===== src/rtl/flp_pkg.sv =====
package flp_pkg;
  localparam int unsigned WORD_W = 16;
  localparam int unsigned N_POS  = 2 * WORD_W + 1;
  localparam int unsigned B_10HD  = 5;
  localparam int unsigned B_10FD  = 6;
  localparam int unsigned B_100HD = 7;
  localparam int unsigned B_100FD = 8;

  typedef struct packed {
    logic link;
    logic spd100;
    logic fdx;
    logic nomode;
  } mode_t;
endpackage


===== src/rtl/flp_tx.sv =====
module flp_tx
  import flp_pkg::*;
#(
  parameter int unsigned PULSE_W = 2,
  parameter int unsigned SLOT    = 8,
  parameter int unsigned GAP     = 40
) (
  input  logic              clk_i,
  input  logic              rst_ni,
  input  logic [WORD_W-1:0] ability_i,
  output logic              tx_o
);
  localparam int unsigned MAXC = (SLOT > GAP) ? SLOT : GAP;
  localparam int unsigned CW   = $clog2(MAXC + 1);
  localparam int unsigned PPW  = $clog2(N_POS);
  localparam int unsigned BW   = $clog2(WORD_W);

  logic              in_burst_q;
  logic [CW-1:0]     cnt_q;
  logic [PPW-1:0]    pos_q;
  logic [WORD_W-1:0] word_q;
  logic [BW-1:0]     bidx;

  assign bidx = pos_q[BW:1];

  always_ff @(posedge clk_i or negedge rst_ni) begin
    if (!rst_ni) begin
      in_burst_q <= 1'b0;
      cnt_q      <= '0;
      pos_q      <= '0;
      word_q     <= '0;
    end else if (!in_burst_q) begin
      if (cnt_q == CW'(GAP - 1)) begin
        in_burst_q <= 1'b1;
        cnt_q      <= '0;
        pos_q      <= '0;
        word_q     <= ability_i;
      end else begin
        cnt_q <= cnt_q + 1'b1;
      end
    end else if (cnt_q == CW'(SLOT - 1)) begin
      cnt_q <= '0;
      if (pos_q == PPW'(N_POS - 1)) in_burst_q <= 1'b0;
      else pos_q <= pos_q + 1'b1;
    end else begin
      cnt_q <= cnt_q + 1'b1;
    end
  end

  // even positions are clocks, odd positions carry data
  assign tx_o = in_burst_q && (cnt_q < CW'(PULSE_W)) && (!pos_q[0] || word_q[bidx]);
endmodule


===== src/rtl/flp_rx.sv =====
module flp_rx
  import flp_pkg::*;
#(
  parameter int unsigned SLOT = 8,
  parameter int unsigned WIN  = 2
) (
  input  logic              clk_i,
  input  logic              rst_ni,
  input  logic              rx_i,
  output logic [WORD_W-1:0] word_o,
  output logic              vld_o
);
  localparam int unsigned TMAX = 2 * SLOT + WIN;
  localparam int unsigned TW   = $clog2(TMAX + 1) + 1;
  localparam int unsigned NW   = $clog2(WORD_W + 1);

  logic              rx_q, active_q, dseen_q;
  logic [NW-1:0]     nclk_q;
  logic [TW-1:0]     tmr_q;
  logic [WORD_W-2:0] sh_q;
  logic [WORD_W-1:0] last_q;
  logic [1:0]        cnt_q;
  logic              rise, in_d, in_c, d_hit, c_hit, done;
  logic [WORD_W-1:0] new_word;

  assign rise     = rx_i & ~rx_q;
  assign in_d     = (tmr_q >= TW'(SLOT - WIN)) && (tmr_q <= TW'(SLOT + WIN));
  assign in_c     = (tmr_q >= TW'(2 * SLOT - WIN)) && (tmr_q <= TW'(TMAX));
  assign d_hit    = active_q && rise && in_d && !dseen_q;
  assign c_hit    = active_q && rise && in_c && !d_hit;
  assign done     = c_hit && (nclk_q == NW'(WORD_W));
  assign new_word = {dseen_q, sh_q};

  always_ff @(posedge clk_i or negedge rst_ni) begin
    if (!rst_ni) begin
      rx_q     <= 1'b0;
      active_q <= 1'b0;
      dseen_q  <= 1'b0;
      nclk_q   <= '0;
      tmr_q    <= '0;
      sh_q     <= '0;
      last_q   <= '0;
      cnt_q    <= '0;
    end else begin
      rx_q <= rx_i;
      if (!active_q) begin
        if (rise) begin
          active_q <= 1'b1;
          nclk_q   <= NW'(1);
          tmr_q    <= TW'(1);
          dseen_q  <= 1'b0;
        end
      end else if (d_hit) begin
        dseen_q <= 1'b1;
        tmr_q   <= tmr_q + 1'b1;
      end else if (c_hit) begin
        sh_q    <= new_word[WORD_W-1:1];
        dseen_q <= 1'b0;
        tmr_q   <= TW'(1);
        if (done) begin
          active_q <= 1'b0;
          nclk_q   <= '0;
        end else begin
          nclk_q <= nclk_q + 1'b1;
        end
      end else if (rise) begin
        // stray edge: restart, treating it as the first clock
        nclk_q  <= NW'(1);
        tmr_q   <= TW'(1);
        dseen_q <= 1'b0;
      end else if (tmr_q == TW'(TMAX)) begin
        active_q <= 1'b0;
        nclk_q   <= '0;
      end else begin
        tmr_q <= tmr_q + 1'b1;
      end

      if (done) begin
        if (cnt_q != 2'd0 && new_word == last_q) begin
          if (cnt_q != 2'd3) cnt_q <= cnt_q + 1'b1;
        end else begin
          last_q <= new_word;
          cnt_q  <= 2'd1;
        end
      end
    end
  end

  assign word_o = last_q;
  assign vld_o  = (cnt_q == 2'd3);
endmodule


===== src/rtl/flp_resolve.sv =====
module flp_resolve
  import flp_pkg::*;
(
  input  logic              clk_i,
  input  logic              rst_ni,
  input  logic [WORD_W-1:0] local_i,
  input  logic [WORD_W-1:0] partner_i,
  input  logic              vld_i,
  output mode_t             mode_o
);
  logic [3:0] common;
  mode_t      mode_d;

  assign common = local_i[B_100FD:B_10HD] & partner_i[B_100FD:B_10HD];

  always_comb begin
    mode_d = '0;
    if (vld_i) begin
      if (common[3]) begin
        mode_d.link = 1'b1; mode_d.spd100 = 1'b1; mode_d.fdx = 1'b1;
      end else if (common[2]) begin
        mode_d.link = 1'b1; mode_d.spd100 = 1'b1;
      end else if (common[1]) begin
        mode_d.link = 1'b1; mode_d.fdx = 1'b1;
      end else if (common[0]) begin
        mode_d.link = 1'b1;
      end else begin
        mode_d.nomode = 1'b1;
      end
    end
  end

  always_ff @(posedge clk_i or negedge rst_ni) begin
    if (!rst_ni) mode_o <= '0;
    else         mode_o <= mode_d;
  end
endmodule


===== src/rtl/flp_neg_top.sv =====
module flp_neg_top
  import flp_pkg::*;
#(
  parameter int unsigned PULSE_W = 2,
  parameter int unsigned SLOT    = 8,
  parameter int unsigned WIN     = 2,
  parameter int unsigned GAP     = 40
) (
  input  logic        clk_i,
  input  logic        rst_ni,
  input  logic [15:0] ability_i,
  input  logic        rx_i,
  output logic        tx_o,
  output logic [15:0] partner_word_o,
  output logic        partner_vld_o,
  output logic        link_o,
  output logic        speed_100_o,
  output logic        full_dup_o,
  output logic        no_common_o
);
  mode_t mode;

  flp_tx #(.PULSE_W(PULSE_W), .SLOT(SLOT), .GAP(GAP)) u_tx (
    .clk_i(clk_i), .rst_ni(rst_ni), .ability_i(ability_i), .tx_o(tx_o)
  );

  flp_rx #(.SLOT(SLOT), .WIN(WIN)) u_rx (
    .clk_i(clk_i), .rst_ni(rst_ni), .rx_i(rx_i),
    .word_o(partner_word_o), .vld_o(partner_vld_o)
  );

  flp_resolve u_res (
    .clk_i(clk_i), .rst_ni(rst_ni), .local_i(ability_i),
    .partner_i(partner_word_o), .vld_i(partner_vld_o), .mode_o(mode)
  );

  assign link_o      = mode.link;
  assign speed_100_o = mode.spd100;
  assign full_dup_o  = mode.fdx;
  assign no_common_o = mode.nomode;
endmodule


===== config.mk =====
export PLATFORM = sky130hd
export DESIGN_NAME = flp_neg_top
export DESIGN_NICKNAME = d
export VERILOG_FILES = /design/src/rtl/flp_pkg.sv /design/src/rtl/flp_tx.sv /design/src/rtl/flp_rx.sv /design/src/rtl/flp_resolve.sv /design/src/rtl/flp_neg_top.sv
export SDC_FILE = /design/constraint.sdc
export NUM_CORES = 1
export LEC_CHECK = 0
export BUFFER_PORTS_ARGS = -buffer_cell sky130_fd_sc_hd__buf_2
export CORE_MARGIN = 3
export CORE_UTILIZATION = 55
export CTS_CLUSTER_SIZE = 12
export DETAILED_ROUTE_END_ITERATION = 12
export HOLD_SLACK_MARGIN = 0.02
export PLACE_DENSITY = 0.78
export SETUP_SLACK_MARGIN = 0.02
export SYNTH_ARGS = -nofsm -noshare
export SYNTH_HDL_FRONTEND = slang
export SYNTH_HIERARCHICAL = 1
export SYNTH_SLANG_ARGS = --single-unit

===== constraint.sdc =====
create_clock -name clk_i -period 2.65 [get_ports clk_i]
set_clock_uncertainty 0.2 [all_clocks]
set_input_delay 0.6625 -clock clk_i [delete_from_list [all_inputs] [get_ports clk_i]]
set_output_delay 0.6625 -clock clk_i [all_outputs]
set_load 0.02 [all_outputs]

## Word level (Yosys, flattened, before mapping)

Cells that the tools add are included.

- Add/subtract/negate cells: 5
- Bitwise gates (word level): 6
- $mul: 0
- Eq/ne operators: 13
- Reduce and logical (&&, ||, !) cells: 26
- Muxes and demuxes: 50
- Div/mod/pow operators: 0
- Shifts and indexed selects: 0
- Order comparisons: 6

Operators by type and width:

| cell | number |
|---|---|
| $mux 6 | 13 |
| $mux 5 | 7 |
| $mux 1 | 24 |
| $add 6x1->6 const B | 3 |
| $eq 16x16->1 | 1 |
| $eq 6x6->1 const B | 2 |
| $logic_and 1x1->1 | 11 |
| $ne 2x2->1 const B | 5 |
| $reduce_and 3->1 | 3 |
| $reduce_and 2->1 | 4 |
| $eq 6x3->1 const B | 1 |
| $eq 6x5->1 const B | 1 |
| $ge 6x3->1 const B | 1 |
| $ge 6x4->1 const B | 1 |
| $le 6x4->1 const B | 1 |
| $le 6x5->1 const B | 1 |
| $lt 6x2->1 const B | 1 |
| $mux 2 | 3 |
| $reduce_bool 2->1 | 3 |
| $add 5x1->5 const B | 1 |
| $eq 5x5->1 const B | 1 |
| $lt 4x5->1 const B | 1 |
| $and 4x4->4 | 1 |
| $bmux 1 s4 | 1 |
| 10 further kinds | 15 |

- Input bits: 19
- Latch bits: 0
- Bits in read-only memories: 0
- Output and inout port bits: 22
- Logic and storage cells: 122
- Bits in registers: 80
- Memories kept: 0
- RAM bits: 0

## Longest topological paths before layout

- Depth after elaboration: 12
- Gate-level depth with buffers: 8
- Mapped depth without buffers: 7

## Hierarchy

Netlist, hierarchy kept.

By module, submodules not included:

| module | sequential area each (µm²) | cells an instance | times used | area an instance (µm²) |
|---|---|---|---|---|
| flp_rx | 1176.1 | 189 | 1 | 2344.7 |
| flp_tx | 725.7 | 114 | 1 | 1426.4 |
| flp_resolve | 100.1 | 12 | 1 | 158.9 |

## Worst setup path before layout

OpenSTA, ideal clock, no wires.

- Path kind: register to output
- Start point: reg u_tx.pos_q[1]
- End point: out tx_o
- Required time: 1.788 ns
- Path buffers: 1
- Arrival time: 1.788 ns
- Slack: -0.001 ns
- Cell stages (with the launch flop): 6
- Cells stage by stage: dfrtp_1 -> buf_6 -> mux4_1 -> nor3b_1 -> a2111oi_2 -> nor4_1

- Longest elaborated chain between the ends: 4

Ends and longest elaborated chain:

| element | line | text |
|---|---|---|
| from (decl) | flp_tx.sv:20 | `logic [PPW-1:0] pos_q;` |
| from (signal assigned) | flp_tx.sv:44 | `else pos_q <= pos_q + 1'b1;` |
| $bmux 1 s4 | flp_tx.sv:51 | `assign tx_o = in_burst_q && (cnt_q < CW'(PULSE_W)) && (!pos_q[0] \|\| word_q[bidx]);` |
| $mux 1 (not written as such) | flp_tx.sv:51 |  |
| $logic_or 1x1->1 | flp_tx.sv:51 |  |
| $logic_and 1x1->1 | flp_tx.sv:51 |  |
| to (decl) | flp_neg_top.sv:13 | `output logic tx_o,` |

Every way passes these cells. The select of a mux whose other input is x is not followed.

## Final worst setup path

Ends and elaborated chain as after synthesis.

==> results.cfg <==
[floorplanning]
core_um2 = 6870
io_pins = 41
fp.dieW_um = 90.5
die_area_um2 = 8200
rows = 30
initial_utilization_pct = 57.2
die_y_um = 90.5

[clocking]
root_buffer = clkbuf_8
clk_pin_slew_ns = 0.09
cts_max_path_buffers = 2
htreeDepth = 3
cts_made_buffers = 9
cts_tree = done
cts.sinks = 80
clkLatencyLatePin_ns = 0.35

[finish]
finish.utilization_pct = 65.6
n_antenna_cell = 0
areaGrowthSynthToFinish_pct = 14.6
drive_gt1_share_pct = 30.6
fin_cells = 469
stdcell_area_um2 = 4500
final_net_count = 396

[worst_setup_path]
crit_arrival_ns = 2.20
cp-end-kind = primary output
startpoint_type = flop
critical_path_class = reg2out
cp.required_ns = 1.79
cp_max_fo = 4

[min_path]
hp-class = in2async

[sta]
report.final.setup_viol = 1
setup_tns_ns = -0.412
rsz0062_at_grt = true
maxSlewHeadroom_pct = 56.3
slew_viol_final = 0
fmax_mhz = 327
layout_setup_ws_ns = -0.412
hold_violations = 0
period_share_pct = 116
worst_slew_pin_slew_ns = 0.653
fin_crit_ns = 3.06

[yosys]
async_reset_ff_share_pct = 100
syn-cell-area_um2 = 3930
syn-mean-instance-area_um2 = 12.5
syn_nets = 343
netlist_instances = 315
synth_cell_types = 55
synth_edf_count = 0
synth_warnings = 6
synth_ff_type = dfrtp_1
ys_seq_area_share_pct = 50.9
synth-seq-cells = 80

[power]
p_leak_uw = 0.00222
ir_drop_uv = 572
powerDensity_nw_per_um2 = 626

[placement]
gp_congestion = 0.863
dp_cells = 453
dp_hpwl_um = 5170
dpl-instance-area_um2 = 4310
port_buffers = 40

[routing]
drt_iter0_drc = 91
via_per_inst = 5.52
ant_nets = 0
routed_wirelength_um = 7320
route.detailed.drc = 0
first_pass_iters = 4
post_drt_wl_per_cell_um = 15.6
vias = 2588

[grt]
grt_max_degree = 42
grt_overflow = 0
grt_pass1_vias = 2558
grt_pass1_wl_um = 12500
grt_usage_pct = 19.2
antenna_found_initial = 0

[job]
maxCapViolations = 0

[status]
violations = negative setup slack
status = finished, violations left
## cells in the mapped netlist, types with 2 or more instances
master    instances  area [um^2]
a211o_1           2         17.5
a21boi_0          2         15.0
a21oi_1           8         40.0
a22o_1            2         17.5
a22oi_1           2         15.0
a31oi_1           2         12.5
and3_1            3         18.8
and3b_1           2         17.5
and4b_1           2         20.0
buf_2             5         25.0
buf_6             3         33.8
clkbuf_1          5         18.8
dfrtp_1          80         2000
ha_1              9          113
inv_1            11         41.3
mux2_1           16          180
mux2_2           22          248
mux2_4           10          150
mux4_1            4          105
nand2_1          11         41.3
nand2b_1          4         25.0
nand3_1          10         50.1
nand4_1           2         12.5
nor2_1           18         67.6
nor2b_1           3         18.8
nor3_1            6         30.0
nor3b_1           5         37.5
nor4_1            5         31.3
o21ai_0           7         35.0
o22a_1            2         17.5
o22ai_1           2         12.5
o31ai_1           2         15.0
or3_1             2         12.5
xnor2_1          11         96.3
xor2_1           15          131
## per-layer routing
layer	GRT usage, %	wire length [um]	share of wire (%)
met5	0	0	0
met4	8.93	136	1.9
met3	4.00	287	3.9
met2	29.0	3400	46
met1	26.6	3500	48
## cell usage in the layout (no fill, tap or decap), types with 4 or more instances in the layout
cell,instances
nor3b_1,5
xnor2_1,11
buf_4,16
clkbuf_8,9
nor3_1,6
a21oi_1,8
buf_2,38
ha_1,9
o21ai_0,7
nor2_1,18
nand3_1,10
nor4_1,4
mux2_4,11
mux2_1,16
dfrtp_1,79
xor2_1,15
mux2_2,21
nand2_1,11
nand2b_1,4
inv_1,11
## path summary, 6_finish.rpt
check,slack (ns),from,cells past startpoint,to
max reg2reg,0.22,u_rx/word_o[14]$_DFFE_PN0P_,5,u_rx/word_o[3]$_DFFE_PN0P_
min reg2reg,0.28,u_tx/cnt_q[0]$_DFF_PN0_,1,u_tx/cnt_q[0]$_DFF_PN0_
max,-0.41,u_tx/pos_q[1]$_DFFE_PN0P_,5,tx_o
max in group asynchronous,1.55,rst_ni,2,u_rx/sh_q[3]$_DFFE_PN0P_
min in group clk_i,0.24,rx_i,1,u_rx/rx_q$_DFF_PN0_
min,0.09,rst_ni,1,u_tx/word_q[12]$_DFFE_PN0P_
## what timing repair did
item	CTS	global route
setup buffers	0	0
gates cloned	0	0
gates resized for setup	6	3
setup endpoints to repair	6	1
pin swaps	2	1
hold endpoints to repair	0	0
hold buffers	0	0
## stage by stage
step                setup WS, ns  power [uW]  hold WS [ns]
floorplan                 0.0201        1840         0.167
global placement          -0.163        1980         0.252
detailed placement        -0.197        2000         0.263
CTS                       -0.436        2840        0.0990
global route              -0.503        2990         0.115
finish                    -0.412        2820        0.0894
## area by class of cell
cell class                 count  area (um^2)
inverter                      11         41.3
clock buffer                   9          124
clock inverter                 7         56.3
timing repair buffer          55          330
tap                           96          120
fill                         504         2360
multi-input combinational    211         1830
sequential                    80         2000
## kinds of logic after synthesis
kind of cell             count (synthesis)  synth area share (%)
buffers and inverters                   24                  3.02
multiplexers                            53                  17.6
AND/OR/NAND/NOR                         79                  11.1
XOR/XNOR                                26                  5.79
AO/OA/AOI/OAI                           44                  8.66
flip-flops                              80                  50.9
adder cells (fa/ha/maj)                  9                  2.87
## flip-flops by register name, indices dropped and copies added, names as in the netlist
name / flops
u_rx/dseen_q: 1
u_rx/cnt_q: 2
u_tx/in_burst_q: 1
u_rx/sh_q: 15
u_tx/cnt_q: 6
u_tx/pos_q: 6
u_rx/tmr_q: 6
u_rx/word_o: 16
u_rx/nclk_q: 5
u_rx/rx_q: 1
u_tx/word_q: 16
u_rx/active_q: 1
u_res/mode_o: 4
## power by group
group / internal [uW] / total, uW / switching (uW) / leakage, uW
Sequential: 1320 / 1460 / 145 / 0.00104
Combinational: 256 / 535 / 279 / 0.00110
Clock: 349 / 826 / 477 / 0.0000838
## worst max-delay path: stages, from the launching register on
cell and delay (ns):
dfrtp_2 0.42, mux4_2 0.51, mux2_4 0.29, a2111oi_4 0.39, nor4_2 0.07, buf_4 0.16
No activity file was read; power rests on OpenSTA's default activity.
